==> src/rtl/pss_pkg.sv <==
package pss_pkg;

  typedef enum logic [2:0] {
    PS_RUN    = 3'd0,
    PS_WACK   = 3'd1,
    PS_NAP    = 3'd2,
    PS_DOZE   = 3'd3,
    PS_SLEEP  = 3'd4,
    PS_DEEP   = 3'd5,
    PS_RELOCK = 3'd6
  } pstate_e;

  typedef struct packed {
    logic fetch;
    logic units;
    logic snoop;
    logic timer;
    logic debug;
  } clk_en_t;

  // Maps a software request code to the low-power state it selects.
  function automatic pstate_e target_of(input logic [1:0] code);
    case (code)
      2'd1:    return PS_NAP;
      2'd2:    return PS_SLEEP;
      2'd3:    return PS_DEEP;
      default: return PS_RUN;
    endcase
  endfunction

endpackage

==> src/rtl/pss_lock_timer.sv <==
module pss_lock_timer #(
  parameter int CYCLES = 64
) (
  input  logic clk,
  input  logic rst_n,
  input  logic load,
  input  logic run,
  output logic done
);
  localparam int CW = $clog2(CYCLES + 1);
  localparam logic [CW-1:0] LOAD_VAL = CW'(CYCLES);

  logic [CW-1:0] cnt;

  always_ff @(posedge clk or negedge rst_n) begin
    if (!rst_n)                    cnt <= '0;
    else if (load)                 cnt <= LOAD_VAL;
    else if (run && cnt != '0)     cnt <= cnt - 1'b1;
  end

  // The final cycle of the window is the one where one count remains.
  assign done = (cnt <= CW'(1));

  assert_cnt_bound_R9: assert property (@(posedge clk) disable iff (!rst_n)
    cnt <= LOAD_VAL);

  assert_load_starts_full_R9: assert property (@(posedge clk) disable iff (!rst_n)
    load |=> (cnt == LOAD_VAL));

endmodule

==> src/rtl/pss_enable_map.sv <==
module pss_enable_map
  import pss_pkg::*;
(
  input  pstate_e state,
  output clk_en_t en,
  output logic    qreq,
  output logic    pll_ok
);
  always_comb begin
    en     = '0;
    qreq   = 1'b0;
    pll_ok = 1'b0;
    case (state)
      PS_RUN:    en = 5'b11111;
      PS_WACK: begin en = 5'b01111; qreq = 1'b1; end
      PS_NAP:  begin en = 5'b00011; qreq = 1'b1; end
      PS_DOZE: begin en = 5'b00111; qreq = 1'b1; end
      PS_SLEEP:  qreq = 1'b1;
      PS_DEEP: begin qreq = 1'b1; pll_ok = 1'b1; end
      default:   en = '0;
    endcase
  end
endmodule

==> src/rtl/pwr_state_seq.sv <==
module pwr_state_seq
  import pss_pkg::*;
#(
  parameter int LOCK_CYCLES = 64
) (
  input  logic       clk,
  input  logic       rst_n,
  input  logic       cmd_wr,
  input  logic [1:0] cmd_code,
  input  logic       half_req,
  input  logic       qack,
  input  logic       snoop_req,
  input  logic       wake_irq,
  input  logic       wake_mchk,
  input  logic       wake_rst,
  output logic       qreq,
  output logic       en_fetch,
  output logic       en_units,
  output logic       en_snoop,
  output logic       en_timer,
  output logic       en_debug,
  output logic       pll_stop_ok,
  output logic       div2_sel,
  output logic [2:0] pstate
);
  pstate_e state, state_nx;
  pstate_e tgt;
  clk_en_t en;
  logic    wake, lk_done, lk_load;

  assign wake = wake_irq | wake_mchk | wake_rst;

  always_comb begin
    state_nx = state;
    case (state)
      PS_RUN:    if (cmd_wr && cmd_code != 2'd0) state_nx = PS_WACK;
      PS_WACK:   if (wake) state_nx = PS_RUN;
                 else if (qack) state_nx = tgt;
      PS_NAP:    if (wake) state_nx = PS_RUN;
                 else if (snoop_req) state_nx = PS_DOZE;
      PS_DOZE:   if (wake) state_nx = PS_RUN;
                 else if (!snoop_req) state_nx = PS_NAP;
      PS_SLEEP:  if (wake) state_nx = PS_RUN;
      PS_DEEP:   if (wake) state_nx = PS_RELOCK;
      PS_RELOCK: if (lk_done) state_nx = PS_RUN;
      default:   state_nx = PS_RUN;
    endcase
  end

  assign lk_load = (state == PS_DEEP) && wake;

  always_ff @(posedge clk or negedge rst_n) begin
    if (!rst_n) begin
      state    <= PS_RUN;
      tgt      <= PS_RUN;
      div2_sel <= 1'b0;
    end else begin
      state <= state_nx;
      if (state == PS_RUN && cmd_wr) tgt <= target_of(cmd_code);
      if (state == PS_RUN)           div2_sel <= half_req;
      else if (lk_load)              div2_sel <= 1'b0;
    end
  end

  pss_lock_timer #(.CYCLES(LOCK_CYCLES)) u_lock (
    .clk   (clk),
    .rst_n (rst_n),
    .load  (lk_load),
    .run   (state == PS_RELOCK),
    .done  (lk_done)
  );

  pss_enable_map u_map (
    .state  (state),
    .en     (en),
    .qreq   (qreq),
    .pll_ok (pll_stop_ok)
  );

  assign en_fetch = en.fetch;
  assign en_units = en.units;
  assign en_snoop = en.snoop;
  assign en_timer = en.timer;
  assign en_debug = en.debug;
  assign pstate   = state;

  assert_ack_before_entry_R3: assert property (@(posedge clk) disable iff (!rst_n)
    ($past(state) == PS_WACK && state != PS_WACK && state != PS_RUN) |-> $past(qack));

  assert_wake_returns_run_R8: assert property (@(posedge clk) disable iff (!rst_n)
    ((state inside {PS_WACK, PS_NAP, PS_DOZE, PS_SLEEP}) && wake) |=> (pstate == 3'd0 && !qreq));

  assert_relock_hold_R9: assert property (@(posedge clk) disable iff (!rst_n)
    (state == PS_RELOCK && !lk_done) |=> (state == PS_RELOCK));

  assert_sleep_ignores_snoop_R6: assert property (@(posedge clk) disable iff (!rst_n)
    (state == PS_SLEEP && !wake) |=> (state == PS_SLEEP && !en_snoop));

  assert_div2_hold_R10: assert property (@(posedge clk) disable iff (!rst_n)
    (state inside {PS_WACK, PS_NAP, PS_DOZE, PS_SLEEP}) |=> $stable(div2_sel));

endmodule

==> config.mk <==
export PLATFORM = sky130hd
export DESIGN_NAME = pwr_state_seq
export DESIGN_NICKNAME = d
export VERILOG_FILES = /design/src/rtl/pss_pkg.sv /design/src/rtl/pss_lock_timer.sv /design/src/rtl/pss_enable_map.sv /design/src/rtl/pwr_state_seq.sv
export SDC_FILE = /design/constraint.sdc
export NUM_CORES = 1
export LEC_CHECK = 0
export BUFFER_PORTS_ARGS = -buffer_cell sky130_fd_sc_hd__buf_2
export CORE_AREA = 2 2 43 45
export DETAILED_ROUTE_END_ITERATION = 10
export DIE_AREA = 0 0 45 47
export PLACE_DENSITY = 0.81
export SKIP_LAST_GASP = 1
export SLEW_MARGIN = 20
export SYNTH_ARGS = -nofsm -noshare
export SYNTH_HDL_FRONTEND = slang
export SYNTH_SLANG_ARGS = --single-unit
==> constraint.sdc <==
create_clock -name clk -period 3.52 [get_ports clk]
set_clock_uncertainty 0.05 [all_clocks]
set_input_delay 0.704 -clock clk [delete_from_list [all_inputs] [get_ports clk]]
set_output_delay 0.704 -clock clk [all_outputs]
set_load 0.005 [all_outputs]
Word-level counts from Yosys, hierarchy flattened --
Cells that the tools add are included.
Operators by class: $add $sub $neg 1, $lt $le $gt $ge 1, equal/unequal tests 16, mux-type cells 19, bitwise logic cells 2, reduce and logical (&&, ||, !) cells 11
Operator list (count):
- two-way mux 3 bit | 10
- case mux 3 bit (7 select lines) | 1
- case mux 5 bit (4 select lines) | 1
- two-way mux 7 bit | 2
- == test 3 bit, second input constant | 3
- inequality test 3 bit, second input constant | 3
- case mux 3 bit (3 select lines) | 1
- inequality test 2 bit, second input constant | 4
- less-or-equal comparator 7 x 1 -> 1 bit, second input constant | 1
- AND reduction 7 bit | 1
- nonzero test 7 bit | 1
- subtractor 7 x 1 -> 7 bit, second input constant | 1
- == test 3 x 2 -> 1 bit, second input constant | 2
- nonzero test 2 bit | 3
- OR reduction 5 bit | 1
- == test 2 bit, second input constant | 2
- logical AND 1 bit | 4
- two-way mux 1 bit | 4
- == test 3 x 1 -> 1 bit, second input constant | 1
- logical NOT 3 bit | 1
- == test 2 x 1 -> 1 bit, second input constant | 1
- OR 1 bit | 2
Word-level totals: register bits 14, input bits 11, output and inout bits 11, logic and storage cells 54

Depth between registers and ports, before layout --
Gate-level depths: netlist of run 1.
depth in word-level cells 5, mapped depth 7

Modules after synthesis --
Synthesis of run 1 repeated with hierarchy kept, for this count alone.
Second synthesis, totals: cell total of the unflattened synthesis 101, area total of the unflattened synthesis 922.1 µm²
By module, submodules not included:
- pwr_state_seq | times used 1, cells an instance 50, area an instance 456.7 µm², seq. area each 175.2 µm²
- pss_lock_timer | times used 1, cells an instance 43, area an instance 416.6 µm², seq. area each 175.2 µm²
- pss_enable_map | times used 1, cells an instance 8, area an instance 48.8 µm², seq. area each 0.0 µm²

Least setup slack after synthesis of run 1 --
No wires, ideal clock.
kind input -> register, from input wake_mchk, to register state[1], in the netlist pstate[1], data arrival time 1.721 ns, required time 3.344 ns, slack 1.623 ns, stages 4, buffers on the path 0, path through nor3_1 -> o21ai_2 -> a41o_1 -> a221o_1
Between the ends: word-level cells in the longest chain between the ends 4, elaborated cells between the ends (all ways) 12, those cells by class 5 x eq/ne; 4 x mux; 2 x bitwise; 1 x reduce/logical
RTL lines:
- start: declaration | RTL line pwr_state_seq.sv:14 | input logic wake_mchk,
- OR 1 bit (*) (2 in a row) | RTL line pwr_state_seq.sv:31 | assign wake = wake_irq | wake_mchk | wake_rst;
- inequality test 3 bit (no source line) (tied with other cells)
- AND reduction 7 bit (no source line) or case mux 3 bit (7 select lines) (tied branches)
- end signal: assignment | RTL line pwr_state_seq.sv:58 | state <= state_nx;
- end: declaration | RTL line pwr_state_seq.sv:26 | pstate_e state, state_nx;
Mark *: on every way between the ends. The rest lies on a longest branch, timed or not. A chain may end at the register's enable or synchronous reset.

Worst setup path in the final report of run 1 --
from register state[2], in the netlist pstate[2], to output qreq
Between the ends: word-level cells in the longest chain between the ends 3, elaborated cells between the ends (all ways) 7, those cells by class 5 x eq/ne; 1 x mux; 1 x reduce/logical
RTL lines:
- == test 3 bit (tied with other cells) | RTL line pss_enable_map.sv:13 | case (state)
- OR reduction 5 bit (no source line) (*)
- two-way mux 1 bit (*) | RTL line pss_enable_map.sv:13
- end: declaration | RTL line pwr_state_seq.sv:16 | output logic qreq,
Marked as above.

==> results of run 1 <==
[power by group through the flow]
stage	Clock [W]	Combinational, W	Sequential [W]
finish	0.000115	0.000360	0.000316
global route	0.000129	0.000407	0.000326
floorplan	0	0.000310	0.000272
global placement	0	0.000350	0.000315
CTS	0.000121	0.000365	0.000316
detailed placement	0	0.000364	0.000319
[layer usage]
| metal | vias to the layer above | GRT usage (%) |
|---|---|---|
| met3 | 4 | 3.46 |
| met5 | - | 0 |
| li1 | 356 | - |
| met4 | 0 | 14.7 |
| met2 | 28 | 28.0 |
| met1 | 320 | 21.8 |
[path summary, 6_finish.rpt]
path,from,end,slack (ns)
setup / recovery,pstate[2],qreq,1.40
hold / removal,rst_n,tgt[1],0.25
setup reg to reg,u_lock.cnt[1],pstate[1],1.66
hold reg to reg,tgt[1],tgt[1],0.44
max in group asynchronous,rst_n,u_lock.cnt[6],2.93
min in group clk,tgt[1],tgt[1],0.44
[metrics by stage]
step                worst slack (ns)  util (%)  hold slack (ns)
floorplan                       1.62         -            0.358
global placement                1.47      58.9            0.420
detailed placement              1.42      58.9            0.421
CTS                             1.37      61.1            0.253
global route                    1.29      61.1            0.259
finish                          1.40      61.1            0.254
[critical path, cell delays in order (launching register included)]
cell and delay [ns]:
dfrtp_1 0.52, nor3_4 0.36, a21oi_1 0.07, buf_2 0.14
[cell usage after synthesis (all sizes together) (2+ instances only)]
cell type,count
nand3,4
dfrtp,14
nor3,5
mux2i,2
xnor2,3
nand2,12
and2,2
a21oi,5
inv,5
nor2,8
o21ai,5
buf,4
a31oi,2
ha,3
nand2b,3
xor2,3
[flip-flops by register name, summed over array words and instances, names as in the netlist]
register	flops
u_lock.cnt	7
pstate	3
div2_sel	1
tgt	3
[area by class of cell]
class	instances	area (um2)
fillers	143	643
multi-input cells	68	477
flip-flops and latches	14	350
repair buffers	21	105
clock buffers	4	36.3
well taps	17	21.3
inverters	5	18.8
[logic make-up (layout without fill, tap and decap cells)]
| logic type | after synthesis | after routing | synth area share (%) |
|---|---|---|---|
| compound gates | 18 | 18 | 15.8 |
| xor+xnor | 6 | 6 | 6.02 |
| fa+ha+maj | 3 | 3 | 4.30 |
| buf+inv | 9 | 30 | 5.30 |
| flops | 14 | 14 | 40.1 |
| mux | 3 | 3 | 3.58 |
| simple gates | 38 | 38 | 24.9 |
==> results, run 1 <==
- The ratio of final minimum period to clock period is 60.3%.
- The completed layout was analyzed and its total power is 0.000791 W.
- With fillers left out, the area of the finished cells amounts to 1010 um2.
- The clock transition at the register clock pins on the worst setup and hold paths after CTS is 0.08 ns.
- Setup violations remaining at the end of the flow were counted as 0.
- The hold violation count in the final report was 0.
- For this run, the detailed router's first-pass iteration total came to 4.
- The number of cells upsized or downsized after cts is 0.
- The largest net degree at the start of global routing is 15.
- The critical path arrival is 1.37 ns.
- By area the synthesized netlist is led by dfrtp_1, nand2_1, ha_1.
- The mapped netlist covers 873 um2.
- The critical path start-end classification is reg2out.
- The number of nets handed over by synthesis was 105.
- Row generation in the floorplan step produced 15 rows.
- The worst path in the final design needs a cycle of 2.12 ns, including I/O delays and setup.
- In the routed layout, each cell is associated on average with a via count of 5.49.
- The area inside the core boundary is 1650 um2.
- The flow ran to the end, and the final reports show no timing, DRC or antenna violations.
- The average detailed-routed wire length per instance is 13.0 um.
- The first global-routing pass estimated 2600 um of wire.
- The max-slew violation count is 0.
- The count of yosys warnings during synthesis is 0.
- In the final timing run, aggregate negative setup slack is 0 ns.
- The number of buffers inserted by hold repair at cts is 0.
- Global routing used 18.0% of the available tracks across all layers.
- From left edge to right edge, the die measures 45 um.
- The insertion delay to the later sink of the worst-skew pair is 0.28 ns.
- The count of buffers inserted at the top-level ports is 21.
- The met1 wire length is 738 um.
- The floorplan step set the die height to 47 um.
- The number of design rule violations left after detail routing is 0.
- STA classifies the critical path endpoint as an output pin.
- The analysis attributes to net switching a power of 0.000327 W.
- The internal power of the cells is 0.000464 W.
- TritonCTS created 3 clock buffers.
- The startpoint type of the worst setup path is a flop.
- The number of cells on the worst reg-to-reg path is 7.
- In this run, the number of DRC markers left after iteration 0 of detailed routing was 10.
- The share of flip-flops with an asynchronous set or reset after synthesis is 100%.
- After synthesis, the largest area contributor takes up 40.1% of total cell area.
- The fmax is 0.471 GHz.
- Leaving out fill and tap cells, the most frequent cells in the layout are buf_2, dfrtp_1, nand2_1, nor2_1, inv_1.
- The leakage dissipation is 0.506 nW.
- After detailed routing, the total wire length is 1670 um.
- The part of the total power dissipated in the clock network is 14.6%.
- In the final layout, the share of cells above drive strength 1 is 29.5%.
- The count of placed standard cells including taps is 125.
- The die covers 2120 um2.
- The length of routed met2 wiring is 791 um.
- The clock net in this run drives a total of 14 sinks.
- The total inserted antenna cells is 0.
- Counting flops and latches in the post-synthesis netlist gives 14.
- No sink is reached through more buffers than the 2 on the longest clock path.
- In this run the remaining antenna-violating nets after routing total 0.
- Combinational logic is responsible for 45.5% of the overall power.
- In this run, distinct cell masters in the synthesized netlist total 33.
- The placed instances occupy a cell area of 972 um2.
- The type of the worst min-delay path is in2async.
- The number of buffers inserted to repair setup after CTS is 0.
- The layout net count is 127.
- For the worst setup path, the data required time is 2.77 ns.
- The number of enable-type register cells in the synthesized netlist is 0.
- The worst relative slew slack is 59.6%.
- The via count of the routed design is 708.
- After technology mapping, the gate count stands at 91.
- The worst-case IR drop observed on VDD is 0.000414 V.
- The biggest fanout along the worst timing path is 10.
- For the pin with the worst max-slew slack, the measured transition is 0.601 ns.
- The library cell used most frequently in the layout, excluding fill and tap cells, is buf_2.
- The cell accounting for the most synthesized area is dfrtp_1.
- At the end of routability-driven placement, the weighted congestion stood at 0.806.
- The total power density per cell area is 784 nW/um2.
- Summed over all nets, wire length on met3 after detailed routing comes to 109 um.
- The number of antenna violations at the first check in global routing is 0.
- Relative to the synthesized area, the layout overhead comes to 15.5%.
- In this run the count of I/O pins placed on the die edge is 22.
- The fraction of power consumed by sequential logic is 39.9%.
- The average cell area after synthesis is 9.60 um2.
- The via count of the first global-routing pass was 597.
- The initial utilization of the core area, before any placement, comes to 52.9%.
- The max-capacitance violation count is 0.
- Net switching is 41.3% of the power.
- The highest metal layer carrying signal wires in the routed design is met4.
- The H-tree depth is 1.
- The HPWL after detailed placement is 1300 um.
- TritonCTS built the clock tree.
- The final non-filler cell total is 129.
- Setup repair after global routing left no endpoint under its margin.
- Global routing finished with a remaining overflow of 0.
- The most used flip-flop cell after synthesis is dfrtp_1.
- Summing the sequential cell areas from Yosys gives 40.1% of the chip area.
- The clock tree root buffer cell is clkbuf_4.
Note: power is estimated with default switching activity, not from simulation.
==> inputs of run 2 (changes only) <==
--- a/config.mk
+++ b/config.mk
@@ -6,10 +6,10 @@
 export NUM_CORES = 1
 export LEC_CHECK = 0
 export BUFFER_PORTS_ARGS = -buffer_cell sky130_fd_sc_hd__buf_2
-export CORE_AREA = 2 2 43 45
+export CORE_AREA = 2 2 47 49
 export DETAILED_ROUTE_END_ITERATION = 10
-export DIE_AREA = 0 0 45 47
-export PLACE_DENSITY = 0.81
+export DIE_AREA = 0 0 49 51
+export PLACE_DENSITY = 0.72
 export SKIP_LAST_GASP = 1
 export SLEW_MARGIN = 20
 export SYNTH_ARGS = -nofsm -noshare
==> constraint.sdc (replaced) <==
create_clock -name clk -period 1.76 [get_ports clk]
set_clock_uncertainty 0.05 [all_clocks]
set_input_delay 0.352 -clock clk [delete_from_list [all_inputs] [get_ports clk]]
set_output_delay 0.352 -clock clk [all_outputs]
set_load 0.005 [all_outputs]
==> run 2 against run 1 <==
Core utilization fell by 6.4 points; sequential power grew 90%; critical path type is now reg2reg; cell area rose by 12%; worst setup slack got worse by 1.4 ns; largest cell class unchanged; critical path depth rose by 4; total power rose by 120%.
==> results, run 2 (synthesis results as in run 1) <==
- The post-route setup TNS is 0 ns (unchanged).
- The number of sinks on the clock net was 14 (unchanged).
- The buffer depth of the longest clock path is 2 (unchanged).
- The leakage dissipation is 0.570 nW (+13%).
- The startpoint type of the worst setup path is a flop.
- The floorplan die area was 2500 um2 (+18%).
- Setup repair after global routing could not meet its margin everywhere.
- The number of cells on the worst reg-to-reg path is 7 (unchanged).
- The via count of the routed design is 771 (+8.9%).
- The placer congestion estimate is 0.826 (+2.6%).
- The post-detailed-routing wire length was 1930 um (+15%).
- The number of instances on the worst hold path is 3.
- The clock tree root buffer cell is clkbuf_4.
- The H-tree depth was 1 (unchanged).
- The most common cell after layout, fill and taps aside is buf_2.
- The max-slew violation count is 0 (unchanged).
- The number of antenna violations at the first check in global routing was 0 (unchanged).
- The clock transition at the register clock pins on the worst setup and hold paths after CTS is 0.09 ns (about the same).
- The wire length of the first global-routing pass is 3230 um (+24%).
- The count of antenna-violating nets left after detailed routing is 0 (unchanged).
- The area inside the core boundary is 2060 um2 (+25%).
- The number of primary I/O pins is 22 (unchanged).
- The post-route minimum period is 1.74 ns.
- The overall die width is 49 um (+8.9%).
- The critical path arrival came to 1.87 ns (+0.50 ns).
- The count of buffers inserted at the top-level ports came to 21 (unchanged).
- Leaving out fill and tap cells, the most frequent cells in the layout are buf_2, buf_4, nand2_1, dfrtp_1, nor2_1.
- The final standard cell area without fillers is 1130 um2 (+12%).
- The instance area after placement is 1050 um2 (+8.4%).
- The total power density per cell area was 1550 nW/um2 (+97%).
- The insertion delay to the later sink of the worst-skew pair is 0.29 ns (about the same).
- The count of placed standard cells including taps is 145 (+16%).
- The share of cells above drive strength 1 came to 40.0% (+11 points).
- The worst voltage drop across the vdd grid was 0.000698 V (+68%).
- The type of the worst min-delay path is in2reg.
- The largest net degree at the start of global routing is 15 (unchanged).
- The post-detailed-placement half-perimeter wirelength is 1470 um (+13%).
- By startpoint and endpoint, the worst setup path is classified as reg2reg.
- The number of design rule violations left after detail routing came to 0 (unchanged).
- The total overflow reported by the global router is 0 (unchanged).
- The via count of the first global-routing pass came to 773 (+29%).
- The count of final setup violators came to 0 (unchanged).
- The flow ran to the end, and the final reports show no timing, DRC or antenna violations.
- The vertical extent of the die is 51 um (+8.5%).
- The number of fillers in the final layout is 204 (+43%).
- The final non-filler cell total is 153 (+19%).
- The via density per instance is 5.04 (-8.2%).
- The max-capacitance violation count is 0 (unchanged).
- The overall fraction of global-route tracks in use was 17.3% (-0.75 points).
- The area growth from synthesis to layout is 29.1%.
- The worst relative slew slack is 76.7% (+17 points).
- The number of buffers added by the clock tree synthesis step is 3 (unchanged).
- The number of flip-flops in the largest register is 7 (unchanged).
- The register with the most flip-flops is u_lock.cnt.
- The starting DRC count in detailed routing is 16 (+6).
- The biggest fanout along the worst timing path is 5 (-5).
- The number of detailed-route iterations in the first pass came to 4 (unchanged).
- The minimum setup slack in the final design is 0.0239 ns (-1.37 ns).
- The starting density of the core is 42.3% (-11 points).
- The endpoint kind of the worst setup timing path is a flop.
- TritonCTS built the clock tree.
- The total inserted antenna cells is 0 (unchanged).
- The data required time at the worst endpoint is 1.90 ns (-0.87 ns).
- The average detailed-routed wire length per instance was 12.6 um (-2.7%).
- The transition time of the tightest slew-check pin is 0.347 ns (-0.254 ns).
- The fmax is 0.576 GHz.
- The site row count is 17 (+2).
- Dividing the final minimum period by the clock period gives 98.6%.
- The hold violation count in the final report came to 0 (unchanged).
- The layout net count came to 141 (+11%).
- The minimum setup slack after placement is 0.00360 ns (-1.41 ns).
run 2: cell types whose count changed in the layout (fill, tap and decap cells not counted):
cell,previous run,this run
dlygate4sd3_1,0,1
buf_4,0,13
nor3_2,0,1
nor3_1,4,3
dfrtp_2,0,3
nor2_1,8,7
dfrtp_1,14,11
clkbuf_8,1,0
nor2_2,0,1
run 2: metrics by stage:
step / utilization (%) / hold slack (ns) / power [W]
floorplan: - / 0.00641 / 0.00116
global placement: 51.1 / 0.217 / 0.00147
detailed placement: 51.1 / 0.219 / 0.00150
CTS: 53.8 / 0.223 / 0.00173
global route: 54.6 / 0.231 / 0.00188
finish: 54.6 / 0.221 / 0.00174
run 2: final cells by class:
class | count | area (um2) | share of cell area (%)
Clock buffer | 3 | 22.5 | 2.00
Inverter | 5 | 18.8 | 1.66
Multi-Input combinational cell | 68 | 484 | 43.0
Sequential cell | 14 | 354 | 31.4
Tap cell | 28 | 35.0 | 3.11
Timing Repair Buffer | 35 | 213 | 18.9
run 2: critical path, stage by stage (launching register included):
cell and delay (ns):
dfrtp_1 0.38, inv_1 0.08, ha_1 0.18, o21bai_1 0.15
a31oi_1 0.21, a21oi_2 0.08, a41o_1 0.19, a221o_1 0.31
run 2: power breakdown:
part | internal, W | total [W] | switching (W)
Combinational | 0.000502 | 0.000956 | 0.000454
Sequential | 0.000450 | 0.000599 | 0.000149
Clock | 0.0000797 | 0.000190 | 0.000110
Total | 0.00103 | 0.00174 | 0.000713
run 2: path summary, 6_finish.rpt:
kind                               start         to  slack (ns)
min in group asynchronous          rst_n  pstate[1]        0.43
min reg2reg                       tgt[1]     tgt[1]        0.44
min                             half_req   div2_sel        0.22
max in group asynchronous          rst_n  pstate[0]        0.97
max reg2reg                u_lock.cnt[1]  pstate[1]        0.02
max                        u_lock.cnt[1]  pstate[1]        0.02
run 2: timing repair:
| action | CTS | global route |
|---|---|---|
| gates cloned | 0 | 0 |
| pin swaps | 1 | 2 |
| resized for setup | 1 | 4 |
| endpoints found under the setup margin | 2 | 4 |
| hold endpoints to repair | 14 | 0 |
| hold buffers | 1 | 0 |
| buffers inserted | 3 | 1 |
run 2: layer usage:
metal	up-vias	share of wire, %	global-route usage (%)
li1	385	-	-
met1	359	44	19.9
met2	22	49	31.1
met3	5	3.5	1.17
met4	0	3.1	11.4
met5	-	0	0
